[config.mk]
export PLATFORM = sky130hd
export DESIGN_NAME = e1_oh_autoresp
export DESIGN_NICKNAME = d
export VERILOG_FILES = /design/src/rtl/e1_oh_pkg.sv /design/src/rtl/e1_oh_cond_track.sv /design/src/rtl/e1_oh_pattern.sv /design/src/rtl/e1_oh_frame_sel.sv /design/src/rtl/e1_oh_autoresp.sv
export SDC_FILE = /design/constraint.sdc
export NUM_CORES = 1
export LEC_CHECK = 0
export CORE_MARGIN = 2
export CORE_UTILIZATION = 27
export CTS_CLUSTER_SIZE = 16
export DETAILED_ROUTE_END_ITERATION = 8
export GPL_TIMING_DRIVEN = 1
export SYNTH_ARGS = -nofsm -noshare
export SYNTH_HDL_FRONTEND = slang
export SYNTH_HIERARCHICAL = 1
export SYNTH_SLANG_ARGS = --single-unit
[constraint.sdc]
create_clock -name clk -period 1.6 [get_ports clk]
set_input_delay 0.32 -clock clk [delete_from_list [all_inputs] [get_ports clk]]
set_output_delay 0.32 -clock clk [all_outputs]
set_load 0.01 [all_outputs]
[src/rtl/e1_oh_pkg.sv]
// Package: shared types and control-word layout for the E1 overhead
// auto-response inserter.
// Assumes an 8-bit control word; bit positions are fixed by the register layout.
package e1_oh_pkg;

    localparam int CTRL_W       = 8;
    localparam int CTL_AIS_P1   = 7;   // AIS pattern 1 enable
    localparam int CTL_AIS_P2   = 6;   // AIS pattern 2 enable
    localparam int CTL_FEBE_HI  = 3;   // FEBE select, upper bit
    localparam int CTL_FEBE_LO  = 2;   // FEBE select, lower bit
    localparam int SA6_NIB_W    = 4;   // Sa6 nibble width

    // Selected response for one multiframe.
    typedef enum logic [2:0] {
        RSP_NONE    = 3'd0,
        RSP_AIS_HI  = 3'd1,   // AIS, alarm bit set
        RSP_AIS_LO  = 3'd2,   // AIS, alarm bit clear
        RSP_FEBE_S5 = 3'd3,   // FEBE select 01
        RSP_FEBE_Z  = 3'd4,   // FEBE select 10
        RSP_FEBE_E1 = 3'd5    // FEBE select 11
    } rsp_mode_e;

    // Bit values a response drives.
    typedef struct packed {
        logic                 a;
        logic                 sa5;
        logic [SA6_NIB_W-1:0] sa6_nib;
        logic                 e_en;
        logic                 e;
    } rsp_pat_t;

endpackage

[src/rtl/e1_oh_cond_track.sv]
// Condition tracker: remembers far-end block errors seen during a
// multiframe and, at each multiframe start, picks the response mode for
// the coming multiframe from AIS, the stored error and the control word.
// Assumes frm_idx_i is valid whenever frm_tick_i is high.
module e1_oh_cond_track
    import e1_oh_pkg::*;
#(
    parameter int FRAME_W = 4
) (
    input  logic              clk,
    input  logic              rst_n,
    input  logic [CTRL_W-1:0] ctrl_i,
    input  logic              ais_det_i,
    input  logic              rx_e_vld_i,
    input  logic              rx_e_bit_i,
    input  logic              frm_tick_i,
    input  logic [FRAME_W-1:0] frm_idx_i,
    output rsp_mode_e         mode_o
);

    logic      mf_start;
    logic      febe_evt;
    logic      febe_seen_q;
    logic      febe_now;
    logic      ais_p1_en;
    logic      ais_p2_en;
    logic [1:0] febe_sel;
    rsp_mode_e mode_q;
    rsp_mode_e mode_next;

    // Decode the multiframe boundary and the raw error event.
    always_comb begin
        mf_start  = frm_tick_i && (frm_idx_i == '0);
        febe_evt  = rx_e_vld_i && !rx_e_bit_i;
        febe_now  = febe_seen_q || febe_evt;
        ais_p1_en = ctrl_i[CTL_AIS_P1];
        ais_p2_en = ctrl_i[CTL_AIS_P2];
        febe_sel  = {ctrl_i[CTL_FEBE_HI], ctrl_i[CTL_FEBE_LO]};
    end

    // Hold a far-end block error until the next multiframe start consumes it.
    always_ff @(posedge clk) begin
        if (!rst_n) begin
            febe_seen_q <= 1'b0;
        end else if (mf_start) begin
            febe_seen_q <= 1'b0;
        end else if (febe_evt) begin
            febe_seen_q <= 1'b1;
        end
    end

    // Priority selection: AIS pattern 1, AIS pattern 2, then FEBE select.
    always_comb begin
        mode_next = RSP_NONE;
        if (ais_det_i && ais_p1_en) begin
            mode_next = RSP_AIS_HI;
        end else if (ais_det_i && ais_p2_en) begin
            mode_next = RSP_AIS_LO;
        end else if (febe_now) begin
            unique case (febe_sel)
                2'b01:   mode_next = RSP_FEBE_S5;
                2'b10:   mode_next = RSP_FEBE_Z;
                2'b11:   mode_next = RSP_FEBE_E1;
                default: mode_next = RSP_NONE;
            endcase
        end
    end

    // Latch the response mode only at a multiframe start.
    always_ff @(posedge clk) begin
        if (!rst_n) begin
            mode_q <= RSP_NONE;
        end else if (mf_start) begin
            mode_q <= mode_next;
        end
    end

    assign mode_o = mode_q;

    AST_MODE_HOLD: assert property (@(posedge clk) disable iff (!rst_n)
        !mf_start |=> $stable(mode_q));
    AST_AIS_P1_WINS: assert property (@(posedge clk) disable iff (!rst_n)
        (mf_start && ais_det_i && ctrl_i[CTL_AIS_P1]) |=> (mode_q == RSP_AIS_HI));
    AST_AIS_OVER_FEBE: assert property (@(posedge clk) disable iff (!rst_n)
        (mf_start && ais_det_i && ctrl_i[CTL_AIS_P2]) |=>
        (mode_q == RSP_AIS_HI || mode_q == RSP_AIS_LO));
    AST_FEBE_OFF: assert property (@(posedge clk) disable iff (!rst_n)
        (mf_start && ctrl_i[CTL_FEBE_HI:CTL_FEBE_LO] == 2'b00 &&
         !(ais_det_i && (ctrl_i[CTL_AIS_P1] || ctrl_i[CTL_AIS_P2])))
        |=> (mode_q == RSP_NONE));

endmodule

[src/rtl/e1_oh_pattern.sv]
// Pattern table: maps a response mode to the bit values it drives.
// Purely combinational; assumes the mode is already registered.
module e1_oh_pattern
    import e1_oh_pkg::*;
(
    input  rsp_mode_e mode_i,
    output rsp_pat_t  pat_o
);

    // Canned pattern per response mode.
    always_comb begin
        pat_o = '0;
        unique case (mode_i)
            RSP_AIS_HI: begin
                pat_o.a       = 1'b1;
                pat_o.sa5     = 1'b1;
                pat_o.sa6_nib = {SA6_NIB_W{1'b1}};
            end
            RSP_AIS_LO: begin
                pat_o.a       = 1'b0;
                pat_o.sa5     = 1'b1;
                pat_o.sa6_nib = {SA6_NIB_W{1'b1}};
            end
            RSP_FEBE_S5: begin
                pat_o.sa5     = 1'b1;
                pat_o.sa6_nib = 4'b0000;
                pat_o.e_en    = 1'b1;
                pat_o.e       = 1'b0;
            end
            RSP_FEBE_Z: begin
                pat_o.sa5     = 1'b0;
                pat_o.sa6_nib = 4'b0000;
                pat_o.e_en    = 1'b1;
                pat_o.e       = 1'b0;
            end
            RSP_FEBE_E1: begin
                pat_o.sa5     = 1'b1;
                pat_o.sa6_nib = 4'b0001;
                pat_o.e_en    = 1'b1;
                pat_o.e       = 1'b1;
            end
            default: pat_o = '0;
        endcase
    end

endmodule

[src/rtl/e1_oh_frame_sel.sv]
// Frame selector: on every frame strobe, works out which overhead bits of
// the new frame are overridden and registers their values.
// Assumes odd frame numbers are the non-alignment frames and that a
// sub-multiframe holds SUBMF_FRAMES frames.
module e1_oh_frame_sel
    import e1_oh_pkg::*;
#(
    parameter int FRAME_W      = 4,
    parameter int SUBMF_FRAMES = 8,
    parameter int E_FRAME_A    = 13,
    parameter int E_FRAME_B    = 15
) (
    input  logic               clk,
    input  logic               rst_n,
    input  logic               frm_tick_i,
    input  logic [FRAME_W-1:0] frm_idx_i,
    input  logic               rsp_on_i,
    input  rsp_pat_t           pat_i,
    output logic               ovr_vld_o,
    output logic               a_bit_o,
    output logic               sa5_bit_o,
    output logic               sa6_bit_o,
    output logic               e_vld_o,
    output logic               e_bit_o
);

    localparam int SUBMF_W = $clog2(SUBMF_FRAMES);
    localparam int SLOT_W  = (SUBMF_W > 1) ? SUBMF_W - 1 : 1;

    logic [FRAME_W-1:0] idx_q;
    logic               nfas;
    logic               e_slot;
    logic [SLOT_W-1:0]  slot;
    logic [1:0]         bit_sel;
    logic               ovr_n;
    logic               e_ovr_n;

    // Locate the new frame: odd frame, Sa6 slot within sub-multiframe, E slot.
    always_comb begin
        nfas    = frm_idx_i[0];
        slot    = frm_idx_i[SUBMF_W-1:1];
        bit_sel = 2'(SA6_NIB_W - 1) - 2'(slot);
        e_slot  = (frm_idx_i == FRAME_W'(E_FRAME_A)) || (frm_idx_i == FRAME_W'(E_FRAME_B));
        ovr_n   = rsp_on_i && nfas;
        e_ovr_n = ovr_n && pat_i.e_en && e_slot;
    end

    // Register the per-frame bit values at each frame strobe.
    always_ff @(posedge clk) begin
        if (!rst_n) begin
            idx_q     <= '0;
            ovr_vld_o <= 1'b0;
            a_bit_o   <= 1'b0;
            sa5_bit_o <= 1'b0;
            sa6_bit_o <= 1'b0;
            e_vld_o   <= 1'b0;
            e_bit_o   <= 1'b0;
        end else if (frm_tick_i) begin
            idx_q     <= frm_idx_i;
            ovr_vld_o <= ovr_n;
            a_bit_o   <= ovr_n && pat_i.a;
            sa5_bit_o <= ovr_n && pat_i.sa5;
            sa6_bit_o <= ovr_n && pat_i.sa6_nib[bit_sel];
            e_vld_o   <= e_ovr_n;
            e_bit_o   <= e_ovr_n && pat_i.e;
        end
    end

    AST_FAS_UNTOUCHED: assert property (@(posedge clk) disable iff (!rst_n)
        !idx_q[0] |-> !ovr_vld_o);
    AST_E_SLOT_ONLY: assert property (@(posedge clk) disable iff (!rst_n)
        e_vld_o |-> (ovr_vld_o && (idx_q == FRAME_W'(E_FRAME_A) || idx_q == FRAME_W'(E_FRAME_B))));
    AST_QUIET_BITS: assert property (@(posedge clk) disable iff (!rst_n)
        !ovr_vld_o |-> !(a_bit_o || sa5_bit_o || sa6_bit_o || e_bit_o));
    AST_OUT_HOLD: assert property (@(posedge clk) disable iff (!rst_n)
        !frm_tick_i |=> $stable(ovr_vld_o) && $stable(sa6_bit_o));

endmodule

[src/rtl/e1_oh_autoresp.sv]
// E1 overhead auto-response inserter, top level.
// Chooses a canned A/Sa5/Sa6/E response once per CRC-4 multiframe from
// AIS and far-end block error reports, then emits the per-frame bits.
// Assumes a timing counter supplies one strobe per frame with its number.
module e1_oh_autoresp
    import e1_oh_pkg::*;
#(
    parameter int FRAME_W      = 4,
    parameter int SUBMF_FRAMES = 8,
    parameter int E_FRAME_A    = 13,
    parameter int E_FRAME_B    = 15
) (
    input  logic               clk,
    input  logic               rst_n,
    input  logic [CTRL_W-1:0]  ctrl_i,
    input  logic               ais_det_i,
    input  logic               rx_e_vld_i,
    input  logic               rx_e_bit_i,
    input  logic               frm_tick_i,
    input  logic [FRAME_W-1:0] frm_idx_i,
    output logic               ovr_vld_o,
    output logic               a_bit_o,
    output logic               sa5_bit_o,
    output logic               sa6_bit_o,
    output logic               e_vld_o,
    output logic               e_bit_o
);

    rsp_mode_e mode;
    rsp_pat_t  pat;
    logic      rsp_on;

    e1_oh_cond_track #(
        .FRAME_W (FRAME_W)
    ) u_track (
        .clk        (clk),
        .rst_n      (rst_n),
        .ctrl_i     (ctrl_i),
        .ais_det_i  (ais_det_i),
        .rx_e_vld_i (rx_e_vld_i),
        .rx_e_bit_i (rx_e_bit_i),
        .frm_tick_i (frm_tick_i),
        .frm_idx_i  (frm_idx_i),
        .mode_o     (mode)
    );

    e1_oh_pattern u_pat (
        .mode_i (mode),
        .pat_o  (pat)
    );

    // A response is active whenever a mode other than none is held.
    assign rsp_on = (mode != RSP_NONE);

    e1_oh_frame_sel #(
        .FRAME_W      (FRAME_W),
        .SUBMF_FRAMES (SUBMF_FRAMES),
        .E_FRAME_A    (E_FRAME_A),
        .E_FRAME_B    (E_FRAME_B)
    ) u_sel (
        .clk        (clk),
        .rst_n      (rst_n),
        .frm_tick_i (frm_tick_i),
        .frm_idx_i  (frm_idx_i),
        .rsp_on_i   (rsp_on),
        .pat_i      (pat),
        .ovr_vld_o  (ovr_vld_o),
        .a_bit_o    (a_bit_o),
        .sa5_bit_o  (sa5_bit_o),
        .sa6_bit_o  (sa6_bit_o),
        .e_vld_o    (e_vld_o),
        .e_bit_o    (e_bit_o)
    );

endmodule

=== Word level (Yosys, flattened, before mapping) ===
Index checks and enable logic that the tools add are counted.

* Add/subtract/negate cells: 1
* $lt $le $gt $ge: 1
* Equality and inequality tests: 10
* Mux-type cells: 9
* Bitwise gates (word level): 1
* Reduce and logical (&&, ||, !) cells: 19

{| class="wikitable"
|+ Operators by type and width
! cell !! count
|-
| case mux 5 bit (3 select lines) || 1
|-
| logical AND 1 bit || 11
|-
| 2-to-1 mux 3 bit || 3
|-
| case mux 3 bit (3 select lines) || 1
|-
| equality test 4 bit, second input constant || 2
|-
| equality test 3 x 2 -> 1 bit, second input constant || 2
|-
| equality test 3 bit, second input constant || 2
|-
| OR reduction 2 bit || 3
|-
| equality test 2 bit, second input constant || 2
|-
| logical NOT 4 bit || 1
|-
| case mux 2 bit (2 select lines) || 1
|-
| equality test 3 x 1 -> 1 bit, second input constant || 1
|-
| < comparator 2 x 3 -> 1 bit, second input constant || 1
|-
| nonzero test 3 bit || 1
|-
| binary-select mux 1 bit (select 2 bit) || 1
|-
| equality test 2 x 1 -> 1 bit, second input constant || 1
|-
| logical OR 1 bit || 2
|-
| 2-to-1 mux 1 bit || 2
|-
| subtractor 2 bit, first input constant || 1
|-
| logical NOT 1 bit || 1
|-
| inverter 1 bit || 1
|}

* Register bits: 10
* Bits of input ports: 18
* Output and inout bits: 6
* Word-level logic and storage cells: 49

=== Longest topological paths before layout ===
* Depth in word-level cells: 6
* Mapped depth: 6
* Mapped depth without buffers: 5

=== Hierarchy ===
Netlist, hierarchy kept.

{| class="wikitable"
|+ Modules (own cells, without submodules)
! module !! instances !! cells an instance !! area an instance (um^2) !! sequential area each (um^2)
|-
| e1_oh_frame_sel || 1 || 29 || 275.3 || 120.1
|-
| e1_oh_cond_track || 1 || 25 || 206.4 || 80.1
|-
| e1_oh_pattern || 1 || 13 || 82.6 || 0.0
|-
| e1_oh_autoresp || 1 || 1 || 6.3 || 0.0
|}

=== Worst setup path before layout ===
No wires, ideal clock.

* Path type: reg-to-reg
* Start: register u_track.mode_q[0] (netlist: u_track/mode_o[0])
* End: register u_sel.sa6_bit_o
* Library setup time: 0.114 ns
* Arrival time: 1.293 ns
* Data required time: 1.486 ns
* Setup slack: 0.193 ns
* Stages on the path, launching flop included: 7
* Path buffers: 1
* Clock period less this slack: 1.407 ns
* Cell sequence: dfxtp_1 > nand2b_1 > a21oi_2 > buf_4 > mux4_2 > nand4_1 > nand2_1

{| class="wikitable"
|+ RTL lines
! what !! line !! source
|-
| start: declaration || e1_oh_cond_track.sv:28 || <nowiki>rsp_mode_e mode_q;</nowiki>
|-
| start signal: assignment || e1_oh_cond_track.sv:74 || <nowiki>mode_q <= mode_next;</nowiki>
|-
| end signal: assignment || e1_oh_frame_sel.sv:63 || <nowiki>sa6_bit_o <= ovr_n && pat_i.sa6_nib[bit_sel];</nowiki>
|-
| end: declaration || e1_oh_frame_sel.sv:22 || <nowiki>output logic sa6_bit_o,</nowiki>
|}

=== Final worst setup path ===
* Start: register u_sel.sa6_bit_o
* End: output sa6_bit_o

{| class="wikitable"
|+ RTL lines
! what !! line !! source
|-
| end: declaration || e1_oh_autoresp.sv:24 || <nowiki>output logic sa6_bit_o,</nowiki>
|}

No word-level cell between the ends.

==> flow_metrics.tcl <==
set metrics [dict create \
    status "complete, no violations" \
    syn-cell-area_sq_um 570.5 \
    worst-path-buf-inv 1 \
    antenna_found_initial 0 \
    timing.rr.start "u_track/mode_o[1]" \
    rsz0062_at_grt "false" \
    synth_seq_cells 10 \
    critical_path_class "reg -> out" \
    synthToLayoutAreaGrowth_pct 42.98 \
    drv_cap 0 \
    gr-usage-all-layers 0.09968 \
    ant_nets 0 \
    hold_path_depth 2 \
    drtIter0Drc 3 \
    vias_per_cell 4.462 \
    final_common_cell "clkdlybuf4s50_1" \
    utilization 0.4116 \
    mostFrequentLayoutCells "clkdlybuf4s50_1, dfxtp_1, nand2_1" \
    dr_total_vias 522 \
    pin_count 24 \
    fmax_mhz 691.1 \
    worstHoldStart "u_sel/sa6_bit_o" \
    async_reset_ff_frac 0 \
    route.detailed.drc 0 \
    seqPwrFrac 0.510 \
    cpMaxStageDelayCell "clkdlybuf4s50_1" \
    grt_pass1_vias 477 \
    cts_resized 0 \
    clk_latency_ns 0.26 \
    numPortBuffers 19 \
    cts-buffers-inserted 3 \
    htreeDepth 1 \
    power_frac_comb 0.156 \
    yosysWarnings 6 \
    clockBufferDepth 2 \
    p_leak_nw 0.3046 \
    drive_above_1_share 0.1333 \
    pre_cts_ws_ns -0.05870 \
    whs_endpoint "u_sel/sa6_bit_o" \
    place_hpwl_um 943.1 \
    avgRoutedWirePerCell_um 9.650 \
    rrSetupSlack_ns 0.23 \
    fin_crit_sh 0.9043 \
    grt_pass1_wl_um 1897 \
    crit_fanout 2 \
    p_int_w 0.0003879 \
    worstReg2RegEnd "u_sel/sa6_bit_o" \
    yosysSeqAreaShare 0.3509 \
    core_sq_um 1982 \
    pwr-share-clk 0.334 \
    crit_chain "clkdlybuf4s50_1" \
    fin_nets 110 \
    worstHoldPathType "reg -> reg" \
    path_clk_slew_ns 0.06 \
    ctsHoldBuffers 0 \
    num_rows 16 \
    die-height_um 49.97 \
    end_kind "primary output" \
    start_kind "register" \
    worst_clock_skew_ns 0.001126 \
    cp.depth 1 \
    gr-total-overflow 0 \
    r2r_cells 5 \
    drt_wl_total_um 1129 \
    period_minus_slack_ns 1.447 \
    die_w_um 49.97 \
    antenna_cells 0 \
    synth_edf_count 0 \
    die-area_sq_um 2497 \
    gp_congestion 0.7664 \
    final_hold_viol_count 0 \
    first_pass_iters 4 \
    switching_share 0.2209 \
    synth_nets 86 \
    finalSetupViolCount 0 \
    synth_cell_types 33 \
    critPathMaxStageDelay_ns 0.54 \
    finalMaxSlewViolations 0 \
    synthFlopType "dfxtp_1" \
    fill_cells 208 \
    p_switching_w 0.0001100 \
    worstPathRequired_ns 1.28 \
    synth_area_per_cell_sq_um 8.390 \
    cp_top_family "buffers and inverters" \
    worst_slack_ns 0.1531 \
    cts_tree "yes" \
    setup-tns-final_ns 0 \
    powerDensity_nw_per_um2 610.3 \
    cts_root_buf "clkbuf_4" \
    initial_core_util 0.2879 \
    worst_slew_pin_slew_ns 0.2613 \
    grt_max_degree 12 \
    cp_data_arrival_time_ns 1.13 \
    post_cts.repair.setup_buffers 0 \
    slew_headroom 0.8258 \
    ir_drop_uv 425.3 \
    synthesis.instances 68 \
    cts.sinks 10 \
]
per-stage QoR:
stage	instances	instance area (sq um)	power, W	hold WS, ns
2_1_floorplan	68	570.5	0.0002899	0.4375
3_3_place_gp	114	793.3	0.0003376	0.4564
3_5_place_dp	114	793.3	0.0003386	0.4622
4_1_cts	117	815.8	0.0005069	0.4708
5_1_grt	117	815.8	0.0005276	0.4880
6_report	117	815.8	0.0004979	0.4700
metal layers:
metal  part of all wire  global-route usage  vias up
li1                   -                   -      282
met1               0.44              0.1042      219
met2               0.48              0.1844       21
met3              0.074             0.05455        0
met4                  0                   0        0
met5                  0                   0        -
logic make-up after synthesis:
family,Yosys count,share of synthesized area
AO/OA/AOI/OAI,14,0.1710
flip-flops,10,0.3509
multiplexers,2,0.05702
buffers and inverters,9,0.08771
AND/OR/NAND/NOR,33,0.3333
power groups by stage:
stage	clock network, W	registers [W]	logic [W]
after global routing	0.000187	0.000254	0.0000859
after global placement	0	0.000260	0.0000780
final	0.000166	0.000254	0.0000778
after CTS	0.000174	0.000254	0.0000793
after floorplan	0	0.000259	0.0000305
after detailed placement	0	0.000260	0.0000788
synth_stat cells, types with 2 or more instances:
master    count  area (sq um)
dfxtp_1      10         200.2
nand2_1       7         26.28
inv_1         5         18.77
nand2b_1      4         25.02
nand3_1       4         20.02
nand4_1       3         18.77
o21ai_1       3         15.01
a21boi_0      2         15.01
and2_1        2         12.51
buf_4         2         15.01
nand3b_1      2         15.01
nor2_1        2         7.510
nor2b_1       2         12.51
state kept, by name (all words and copies together), names as in the netlist:
| register | cells |
|---|---|
| u_sel/sa5_bit_o | 1 |
| u_sel/sa6_bit_o | 1 |
| u_sel/a_bit_o | 1 |
| u_track/mode_o | 3 |
| u_sel/e_bit_o | 1 |
| u_sel/e_vld_o | 1 |
| u_sel/ovr_vld_o | 1 |
| u_track/febe_seen_q | 1 |
how the worst max path moves through the flow:
stage,startpoint,endpoint,slack (ns)
CTS,u_sel/e_vld_o,e_vld_o,0.14
detailed placement,frm_idx_i[1],u_track/mode_o[1],-0.06
global route,u_sel/e_vld_o,e_vld_o,0.1
finish,u_sel/sa6_bit_o,sa6_bit_o,0.15
global placement,frm_idx_i[1],u_track/mode_o[1],-0.06
floorplan,u_track/mode_o[0],u_sel/sa6_bit_o,0.19
cell type report:
cell class	count	area (sq um)	area share
repair buffers	23	220.2	0.2699
flip-flops and latches	10	200.2	0.2454
multi-input cells	49	320.3	0.3926
clock buffers	3	22.52	0.02761
well taps	27	33.78	0.04141
inverters	5	18.77	0.02301
tightest hold or removal path, cell delays in order, from the launching register on:
cell and delay, ns:
dfxtp_1 0.31, nand3b_1 0.07, nand2_1 0.04
No activity file was read; power rests on OpenSTA's default activity.
